File: config.mk
export PLATFORM = sky130hd
export DESIGN_NAME = flash_cmd_seq
export DESIGN_NICKNAME = d
export VERILOG_FILES = /design/src/rtl/fcs_pkg.sv /design/src/rtl/fcs_addr_match.sv /design/src/rtl/fcs_seq.sv /design/src/rtl/fcs_mode.sv /design/src/rtl/flash_cmd_seq.sv
export SDC_FILE = /design/constraint.sdc
export NUM_CORES = 1
export LEC_CHECK = 0
export BUFFER_PORTS_ARGS = -buffer_cell sky130_fd_sc_hd__buf_4
export CAP_MARGIN = 20
export CORE_UTILIZATION = 45
export DETAILED_ROUTE_END_ITERATION = 8
export GPL_TIMING_DRIVEN = 0
export PLACE_DENSITY = 0.73
export REMOVE_ABC_BUFFERS = 1
export SYNTH_ARGS = -nofsm -noshare
export SYNTH_HDL_FRONTEND = slang
export SYNTH_HIERARCHICAL = 1
export SYNTH_SLANG_ARGS = --single-unit
File: constraint.sdc
create_clock -name clk -period 2.4 [get_ports clk]
set_input_delay 0.48 -clock clk [delete_from_list [all_inputs] [get_ports clk]]
set_output_delay 0.48 -clock clk [all_outputs]
set_load 0.05 [all_outputs]
File: src/rtl/fcs_pkg.sv
package fcs_pkg;

  typedef enum logic [2:0] {
    MODE_READ  = 3'd0,
    MODE_ID    = 3'd1,
    MODE_PROG  = 3'd2,
    MODE_ERASE = 3'd3,
    MODE_SUSP  = 3'd4,
    MODE_FAIL  = 3'd5
  } mode_e;

  typedef enum logic [1:0] {
    OP_NONE = 2'd0,
    OP_PROG = 2'd1,
    OP_CHIP = 2'd2,
    OP_SECT = 2'd3
  } op_e;

  localparam int unsigned MATCH_W = 12;

  localparam logic [7:0] CMD_UNLK1 = 8'hAA;
  localparam logic [7:0] CMD_UNLK2 = 8'h55;
  localparam logic [7:0] CMD_PROG  = 8'hA0;
  localparam logic [7:0] CMD_ERASE = 8'h80;
  localparam logic [7:0] CMD_ID    = 8'h90;
  localparam logic [7:0] CMD_CHIP  = 8'h10;
  localparam logic [7:0] CMD_SECT  = 8'h30;
  localparam logic [7:0] CMD_SUSP  = 8'hB0;
  localparam logic [7:0] CMD_RESET = 8'hF0;

  localparam logic [MATCH_W-1:0] ADR_WORD_A = 12'h555;
  localparam logic [MATCH_W-1:0] ADR_WORD_B = 12'h2AA;
  localparam logic [MATCH_W-1:0] ADR_BYTE_A = 12'hAAA;
  localparam logic [MATCH_W-1:0] ADR_BYTE_B = 12'h555;

endpackage

File: src/rtl/fcs_addr_match.sv
module fcs_addr_match
  import fcs_pkg::*;
#(
  parameter int unsigned ADDR_W = 20
) (
  input  logic [ADDR_W-1:0] addr,
  input  logic              byte_mode,
  output logic              hit_a,
  output logic              hit_b
);

  logic [MATCH_W-1:0] low;

  generate
    if (ADDR_W >= MATCH_W) begin : g_slice
      assign low = addr[MATCH_W-1:0];
    end else begin : g_pad
      assign low = {{(MATCH_W-ADDR_W){1'b0}}, addr};
    end
  endgenerate

  assign hit_a = (low == (byte_mode ? ADR_BYTE_A : ADR_WORD_A));
  assign hit_b = (low == (byte_mode ? ADR_BYTE_B : ADR_WORD_B));

endmodule

File: src/rtl/fcs_seq.sv
module fcs_seq
  import fcs_pkg::*;
(
  input  logic       clk,
  input  logic       rst_n,
  input  logic       en,
  input  logic       susp_mode,
  input  logic       hit_a,
  input  logic       hit_b,
  input  logic [7:0] cmd,
  output logic       ev_prog,
  output logic       ev_id,
  output logic       ev_chip,
  output logic       ev_sect,
  output logic       idle
);

  typedef enum logic [2:0] {
    Q_IDLE, Q_U1, Q_U2, Q_PGA, Q_E3, Q_E4, Q_E5
  } step_e;

  step_e st, st_n;

  always_comb begin
    st_n    = st;
    ev_prog = 1'b0;
    ev_id   = 1'b0;
    ev_chip = 1'b0;
    ev_sect = 1'b0;
    if (en) begin
      case (st)
        Q_IDLE: if (hit_a && cmd == CMD_UNLK1) st_n = Q_U1;
        Q_U1:   st_n = (hit_b && cmd == CMD_UNLK2) ? Q_U2 : Q_IDLE;
        Q_U2: begin
          st_n = Q_IDLE;
          if (hit_a && cmd == CMD_PROG)                    st_n  = Q_PGA;
          else if (!susp_mode && hit_a && cmd == CMD_ERASE) st_n  = Q_E3;
          else if (!susp_mode && hit_a && cmd == CMD_ID)    ev_id = 1'b1;
        end
        Q_PGA: begin
          st_n    = Q_IDLE;
          ev_prog = 1'b1;
        end
        Q_E3:   st_n = (hit_a && cmd == CMD_UNLK1) ? Q_E4 : Q_IDLE;
        Q_E4:   st_n = (hit_b && cmd == CMD_UNLK2) ? Q_E5 : Q_IDLE;
        Q_E5: begin
          st_n = Q_IDLE;
          if (hit_a && cmd == CMD_CHIP) ev_chip = 1'b1;
          else if (cmd == CMD_SECT)     ev_sect = 1'b1;
        end
        default: st_n = Q_IDLE;
      endcase
    end
  end

  always_ff @(posedge clk or negedge rst_n) begin
    if (!rst_n) st <= Q_IDLE;
    else        st <= st_n;
  end

  assign idle = (st == Q_IDLE);

endmodule

File: src/rtl/fcs_mode.sv
module fcs_mode
  import fcs_pkg::*;
#(
  parameter int unsigned ADDR_W = 20,
  parameter int unsigned DATA_W = 16
) (
  input  logic              clk,
  input  logic              rst_n,
  input  logic              wr_en,
  input  logic [ADDR_W-1:0] wr_addr,
  input  logic [DATA_W-1:0] wr_data,
  input  logic              ev_prog,
  input  logic              ev_id,
  input  logic              ev_chip,
  input  logic              ev_sect,
  input  logic              seq_idle,
  input  logic              eng_done,
  input  logic              eng_fail,
  output logic              seq_en,
  output logic              susp_mode,
  output logic [2:0]        mode,
  output logic              start,
  output logic [1:0]        start_op,
  output logic [ADDR_W-1:0] start_addr,
  output logic [DATA_W-1:0] start_data,
  output logic              suspend_req,
  output logic              resume_req
);

  mode_e      md, md_n;
  logic       sect_q, sect_n;
  logic       sprog_q, sprog_n;
  logic       launch, sus_n, res_n;
  op_e        op_q, op_n;
  logic [7:0] cmd;

  assign cmd       = wr_data[7:0];
  assign seq_en    = wr_en && (md == MODE_READ || md == MODE_SUSP);
  assign susp_mode = (md == MODE_SUSP);

  always_comb begin
    md_n    = md;
    sect_n  = sect_q;
    sprog_n = sprog_q;
    launch  = 1'b0;
    op_n    = op_q;
    sus_n   = 1'b0;
    res_n   = 1'b0;
    case (md)
      MODE_READ: begin
        if (ev_prog) begin
          md_n = MODE_PROG; launch = 1'b1; op_n = OP_PROG; sprog_n = 1'b0;
        end else if (ev_chip) begin
          md_n = MODE_ERASE; launch = 1'b1; op_n = OP_CHIP; sect_n = 1'b0;
        end else if (ev_sect) begin
          md_n = MODE_ERASE; launch = 1'b1; op_n = OP_SECT; sect_n = 1'b1;
        end else if (ev_id) begin
          md_n = MODE_ID;
        end
      end
      MODE_SUSP: begin
        if (ev_prog) begin
          md_n = MODE_PROG; launch = 1'b1; op_n = OP_PROG; sprog_n = 1'b1;
        end else if (wr_en && seq_idle && cmd == CMD_SECT) begin
          md_n = MODE_ERASE; res_n = 1'b1;
        end
      end
      MODE_ID, MODE_FAIL: begin
        if (wr_en && cmd == CMD_RESET) md_n = MODE_READ;
      end
      MODE_PROG: begin
        if (eng_fail) begin
          md_n = MODE_FAIL; sprog_n = 1'b0;
        end else if (eng_done) begin
          md_n    = sprog_q ? MODE_SUSP : MODE_READ;
          sprog_n = 1'b0;
        end
      end
      MODE_ERASE: begin
        if (eng_fail)      md_n = MODE_FAIL;
        else if (eng_done) md_n = MODE_READ;
        else if (wr_en && sect_q && cmd == CMD_SUSP) begin
          md_n = MODE_SUSP; sus_n = 1'b1;
        end
      end
      default: md_n = MODE_READ;
    endcase
  end

  always_ff @(posedge clk or negedge rst_n) begin
    if (!rst_n) begin
      md          <= MODE_READ;
      sect_q      <= 1'b0;
      sprog_q     <= 1'b0;
      op_q        <= OP_NONE;
      start       <= 1'b0;
      suspend_req <= 1'b0;
      resume_req  <= 1'b0;
    end else begin
      md          <= md_n;
      sect_q      <= sect_n;
      sprog_q     <= sprog_n;
      op_q        <= op_n;
      start       <= launch;
      suspend_req <= sus_n;
      resume_req  <= res_n;
    end
  end

  always_ff @(posedge clk or negedge rst_n) begin
    if (!rst_n) begin
      start_addr <= '0;
      start_data <= '0;
    end else if (launch) begin
      start_addr <= wr_addr;
      start_data <= wr_data;
    end
  end

  assign mode     = md;
  assign start_op = op_q;

endmodule

File: src/rtl/flash_cmd_seq.sv
module flash_cmd_seq #(
  parameter int unsigned ADDR_W = 20,
  parameter int unsigned DATA_W = 16
) (
  input  logic              clk,
  input  logic              rst_n,
  input  logic              byte_mode,
  input  logic              wr_en,
  input  logic [ADDR_W-1:0] wr_addr,
  input  logic [DATA_W-1:0] wr_data,
  input  logic              eng_done,
  input  logic              eng_fail,
  output logic [2:0]        mode,
  output logic              start,
  output logic [1:0]        start_op,
  output logic [ADDR_W-1:0] start_addr,
  output logic [DATA_W-1:0] start_data,
  output logic              suspend_req,
  output logic              resume_req
);

  logic hit_a, hit_b;
  logic seq_en, susp_mode, seq_idle;
  logic ev_prog, ev_id, ev_chip, ev_sect;

  fcs_addr_match #(.ADDR_W(ADDR_W)) u_match (
    .addr      (wr_addr),
    .byte_mode (byte_mode),
    .hit_a     (hit_a),
    .hit_b     (hit_b)
  );

  fcs_seq u_seq (
    .clk       (clk),
    .rst_n     (rst_n),
    .en        (seq_en),
    .susp_mode (susp_mode),
    .hit_a     (hit_a),
    .hit_b     (hit_b),
    .cmd       (wr_data[7:0]),
    .ev_prog   (ev_prog),
    .ev_id     (ev_id),
    .ev_chip   (ev_chip),
    .ev_sect   (ev_sect),
    .idle      (seq_idle)
  );

  fcs_mode #(.ADDR_W(ADDR_W), .DATA_W(DATA_W)) u_mode (
    .clk         (clk),
    .rst_n       (rst_n),
    .wr_en       (wr_en),
    .wr_addr     (wr_addr),
    .wr_data     (wr_data),
    .ev_prog     (ev_prog),
    .ev_id       (ev_id),
    .ev_chip     (ev_chip),
    .ev_sect     (ev_sect),
    .seq_idle    (seq_idle),
    .eng_done    (eng_done),
    .eng_fail    (eng_fail),
    .seq_en      (seq_en),
    .susp_mode   (susp_mode),
    .mode        (mode),
    .start       (start),
    .start_op    (start_op),
    .start_addr  (start_addr),
    .start_data  (start_data),
    .suspend_req (suspend_req),
    .resume_req  (resume_req)
  );

endmodule

## Word level (Yosys, flattened, before mapping)

Cells that the tools add are included.

| cells by class | value |
|---|---|
| mux-type cells | 61 |
| reductions and logical operators | 26 |
| equal/unequal tests | 31 |
| bitwise logic cells | 1 |

Operator list:

| cell | count |
|---|---|
| two-way mux 3 bit | 18 |
| equality test 8 bit (second input constant) | 6 |
| two-way mux 1 bit | 31 |
| one-hot mux 3 bit (5 select lines) | 2 |
| equality test 12 bit | 2 |
| equality test 3 bit (second input constant) | 5 |
| logical AND 1 bit | 13 |
| equality test 3 x 2 -> 1 bit (second input constant) | 4 |
| two-way mux 12 bit | 1 |
| two-way mux 11 bit | 1 |
| two-way mux 2 bit | 5 |
| equality test 8 x 5 -> 1 bit (second input constant) | 1 |
| equality test 8 x 6 -> 1 bit (second input constant) | 1 |
| equality test 8 x 7 -> 1 bit (second input constant) | 1 |
| equality test 3 x 1 -> 1 bit (second input constant) | 2 |
| logical NOT 3 bit | 2 |
| != test 2 bit (second input constant) | 3 |
| AND reduction 3 bit | 2 |
| != test 5 bit (second input constant) | 1 |
| AND reduction 5 bit | 1 |
| != test 4 x 3 -> 1 bit (second input constant) | 1 |
| != test 4 bit (second input constant) | 1 |
| one-hot mux 2 bit (2 select lines) | 1 |
| AND reduction 4 bit | 1 |
| 12 further kinds | 13 |

| word-level totals | value |
|---|---|
| word-level logic and storage cells | 129 |
| output and inout bits | 44 |
| input bits | 42 |
| flip-flop bits (word level) | 49 |

## Logic depth before layout (Yosys ltp)

| logic depth | value |
|---|---|
| word-level depth | 14 |
| gate-level depth with buffers | 14 |
| mapped depth without buffers | 11 |

## By module

The synthesis kept the hierarchy.

Modules (own cells, without submodules):

| module | area each (um^2) | cells an instance | times used |
|---|---|---|---|
| fcs_mode | 1906.8 | 196 | 1 |
| fcs_seq | 331.6 | 39 | 1 |
| fcs_addr_match | 163.9 | 22 | 1 |

## Least setup slack after synthesis

No wires, ideal clock.

| timing path | value |
|---|---|
| path kind | flip-flop to flip-flop |
| start point | reg u_mode.md[0], in the netlist u_mode/mode[0] |
| end point | reg u_mode.op_q[0], in the netlist u_mode/start_op[0] |
| data arrival time | 2.751 ns |
| data required time | 2.323 ns |
| cell stages (with the launch flop) | 15 |
| path slack | -0.428 ns |
| library setup time | 0.077 ns |
| cell sequence | dfrtp_1 -> buf_2 -> nor2_1 -> and2_1 -> nand2_1 -> or4_4 -> nor3b_2 -> nor2_1 -> nor2_1 -> o21ai_1 -> buf_2 -> inv_2 -> buf_2 -> nor2_1 -> a21oi_1 |

| on the way | value |
|---|---|
| word-level cells in the longest chain between the ends | 7 |
| elaborated cells on any way between the ends | 14 |
| classes of those cells | eq/ne: 3; mux: 6; reduce/logical: 5 |

RTL lines:

| item | RTL line | text |
|---|---|---|
| start: declaration | fcs_mode.sv:30 | `mode_e md, md_n;` |
| start signal: assignment | fcs_mode.sv:100 | `md <= md_n;` |
| equality test 3 bit or logical NOT 3 bit (tied branches) | fcs_mode.sv:38 | `assign seq_en = wr_en && (md == MODE_READ \|\| md == MODE_SUSP);` |
| logical OR 1 bit * | fcs_mode.sv:38 |  |
| logical AND 1 bit * | fcs_mode.sv:38 |  |
| net seq_en | flash_cmd_seq.sv:23 | `logic seq_en, susp_mode, seq_idle;` |
| two-way mux 1 bit * | fcs_seq.sv:30 | `if (en) begin` |
| net ev_chip | flash_cmd_seq.sv:24 | `logic ev_prog, ev_id, ev_chip, ev_sect;` |
| two-way mux 2 bit | fcs_mode.sv:53 | `end else if (ev_chip) begin` |
| two-way mux 2 bit | fcs_mode.sv:51 | `if (ev_prog) begin` |
| one-hot mux 2 bit (2 select lines) | fcs_mode.sv:49 | `case (md)` |
| end signal: assignment | fcs_mode.sv:103 | `op_q <= op_n;` |
| end: declaration | fcs_mode.sv:34 | `op_e op_q, op_n;` |

Mark *: on every way through the listed nets, which the timed path passes. The rest lies on a longest branch.
A chain may end at the register's enable or synchronous reset.

## Final worst setup path

| timing path | value |
|---|---|
| start point | reg u_mode.md[1], in the netlist u_mode/mode[1] |
| end point | reg u_mode.start_data[3] |

| on the way | value |
|---|---|
| elaborated cells on any way between the ends | 12 |
| classes of those cells | eq/ne: 1; mux: 8; reduce/logical: 3 |

RTL lines:

| item | RTL line | text |
|---|---|---|
| equality test 3 bit or logical NOT 3 bit (tied branches) | fcs_mode.sv:38 |  |
| logical OR 1 bit * | fcs_mode.sv:38 |  |
| logical AND 1 bit * | fcs_mode.sv:38 |  |
| net seq_en | flash_cmd_seq.sv:23 |  |
| two-way mux 1 bit * | fcs_seq.sv:30 |  |
| net ev_chip | flash_cmd_seq.sv:24 |  |
| two-way mux 1 bit * | fcs_mode.sv:53 |  |
| two-way mux 1 bit * | fcs_mode.sv:51 |  |
| one-hot mux 1 bit (2 select lines) * | fcs_mode.sv:49 |  |
| end signal: assignment | fcs_mode.sv:116 | `start_data <= wr_data;` |
| end: declaration | fcs_mode.sv:25 | `output logic [DATA_W-1:0] start_data,` |

Marks and branches as above.

==> metrics <==
vias per std cell=5.24; Area contributors post-synth=dfrtp_1 (51%), nand2_1 (15%), mux2_2 (4.2%); core area=0.00514 sq mm; f_max=405 MHz; failing checks=setup timing; area post-placement=0.00312 sq mm; CP delay by family, top=simple AND/OR/NAND/NOR gates; CTS tree=done; Hold WS=0.190 ns; FP Rows=26; critical path startpoint=u_mode/mode[1]; Avg WL per Cell=roughly 15 um; crit-path cells=nor2_4 > and2_4 > nand2_4 > or4_4 > nor3b_4 > nor2_1 > nor2_2 > o21ai_4 > clkbuf_16 > mux2_2; Die X=75.1 um; total number of vias=~2200; area share of the largest cell type after synthesis=51.0%; worst relative slew slack=58.9%; layout cell share with drive strength beyond 1=40.3%; die footprint=0.00563 sq mm; final setup margin=-0.0675 ns; Hold Fails Final Rpt=0; Clk Tree Root Cell=clkbuf_8; Synth area leader=dfrtp_1; Hold Buf Count CTS=0; Worst Path Class, Setup=register to register; RSZ-0062 raised after global routing=yes; Layout area overhead=43.3%; Nets=399; clock tree buffer depth=2; Yosys warning total=6; global route overflow=0; Buf+Inv Stages, Crit Path=1; Finished Core Util=67.0%; Seq/Total Area, Yosys=51.0%; diode count=0; Final Wtd Congestion=0.866; number of global-route vias before repair=between 2000 and 2500; ANT nets after route=0; CP peak stage delay=around 0.52 ns; Tightest Pin Transition=0.617 ns; # DRC=0; Detailed Route WL=6380 um; gr usage total=a little under a quarter; Place WS=-0.995 ns; I/O Buffers=between 80 and 90; PD cells=roughly 440 mW/mm^2; pin count of the biggest net entering global routing=50; slowest stage cell, crit path=or4_4; CP arrival=2.65 ns; worst hold path class=input pin to async pin; clock-pin slew on the worst setup and hold paths=0.09 ns; Syn Inst Count=257; Leak=~1.8 nW; reg2reg start=u_mode/mode[1]; global-route wire length before repair=9910 um; initial antenna violation count=0; H-tree depth=2; TritonCTS Buffers=5; MaxCap Viol Count=0; #FFs+latches synth=49; die height=75.1 um; status=complete, but fails checks; Final setup viols=20; crit path max fanout=7; Worst Setup End Kind=register; Synth cell types=between 40 and 50; Synth Cell Area=0.00240 sq mm; fin crit period=2.47 ns; Worst VDD drop=0.339 mV; final design area excluding fillers=0.00344 sq mm; Worst-Skew Late Latency=0.29 ns; DP HPWL=roughly 4200 um; Req. time, crit path=2.59 ns; CP Launch Type=register; Syn Area/Cell=between 9 and 10 sq um; starting density of the core=46.7%; drt pass-1 iters=4; DR iter-0 viols=126; IO Count=86; Final period util=103%; Max Slew Vio Count=0; Post-Route Skew=approximately 0.0040 ns; clock sinks=49
## timing repair
item | 4_1_cts | 5_1_grt
gates resized for setup | 19 | 7
gates cloned | 0 | 2
pin swaps | 9 | 11
setup buffers | 11 | 4
endpoints found under the setup margin | 43 | 42
## kinds of logic after synthesis
family | synth area share [%]
multiplexers | 5.47
flip-flops | 51.0
AO/OA/AOI/OAI | 7.19
AND/OR/NAND/NOR | 33.0
buffers and inverters | 3.33
## synthesized netlist by cell type, drive strengths merged
cell type,number
mux2i,3
and4bb,1
a22o,3
nand2b,3
a311oi,1
nor2,9
a21o,1
o21ai,5
nand4bb,1
inv,8
nand4,4
a21oi,5
buf,10
and4b,2
nor4,8
nand2,97
or4,2
o21bai,1
nand4b,1
nand3b,2
nand3,4
mux2,9
a22oi,1
and4,2
o32a,1
o221ai,1
o31ai,2
a31oi,2
and2,2
nor3,8
nor4bb,2
nor2b,1
o41ai,1
nor3b,4
dfrtp,49
o22a,1
## state kept, by name (all words and copies together) (netlist names)
name / flops
u_mode/resume_req: 1
u_mode/start_data: 16
u_mode/sect_q: 1
u_mode/sprog_q: 1
u_mode/suspend_req: 1
u_seq/st: 3
u_mode/start_op: 2
u_mode/start: 1
u_mode/mode: 3
u_mode/start_addr: 20
## placed cells by master, fill, tap and decap left out, types with 4 or more instances in the layout
master     n
inv_1      6
a21oi_1    5
dfrtp_1   47
nor2_1     6
buf_6      4
mux2_2     9
nor3_1     7
nand4_1    4
nand2_1   96
clkbuf_8   5
buf_4     96
## power by group
part | switching (mW) | leakage [nW] | internal, mW | total (mW)
clock | 0.267 | 0.0546 | 0.309 | 0.575
combinational | 0.0643 | 1.10 | 0.0625 | 0.127
sequential | 0.00000415 | 0.676 | 0.825 | 0.825
total | 0.331 | 1.83 | 1.20 | 1.53
## metrics by stage
| step | power [mW] | setup TNS [ns] | std cells |
|---|---|---|---|
| 2_1_floorplan | 0.865 | -48.41 | 247 |
| 3_3_place_gp | 0.957 | -91.29 | 402 |
| 3_5_place_dp | 0.959 | -36.52 | 403 |
| 4_1_cts | 1.54 | -0.135 | 421 |
| 5_1_grt | 1.58 | -3.54 | 427 |
| 6_report | 1.53 | -0.541 | 427 |
## cell type report
cell class | instances | area [sq um]
clock buffer | 5 | 68.8
clock inverter | 2 | 38.8
fill | 431 | 1700
inverter | 8 | 42.5
multi-input combinational | 190 | 1150
sequential | 49 | 1230
tap | 70 | 87.6
timing repair buffer | 103 | 821
## routing by layer
layer	GRT usage, %	share of wire (%)	vias up
li1	-	-	1081
met1	28.4	42	1072
met2	41.8	51	78
met3	4.82	5.7	6
met4	6.29	1.0	0
met5	0	0	-
## worst paths after layout
check | endpoint | slack (ns) | cells past startpoint
setup / recovery | u_mode/start_data[3] | -0.07 | 10
setup reg to reg | u_mode/start_data[3] | -0.07 | 10
hold reg to reg | u_mode/start_data[11] | 0.48 | 2
hold / removal | u_mode/start_data[15] | 0.19 | 1
min in group clk | u_mode/start_addr[16] | 0.37 | 3
max in group asynchronous | u_mode/mode[0] | 1.75 | 1
Note: power is estimated with default switching activity, not from simulation.
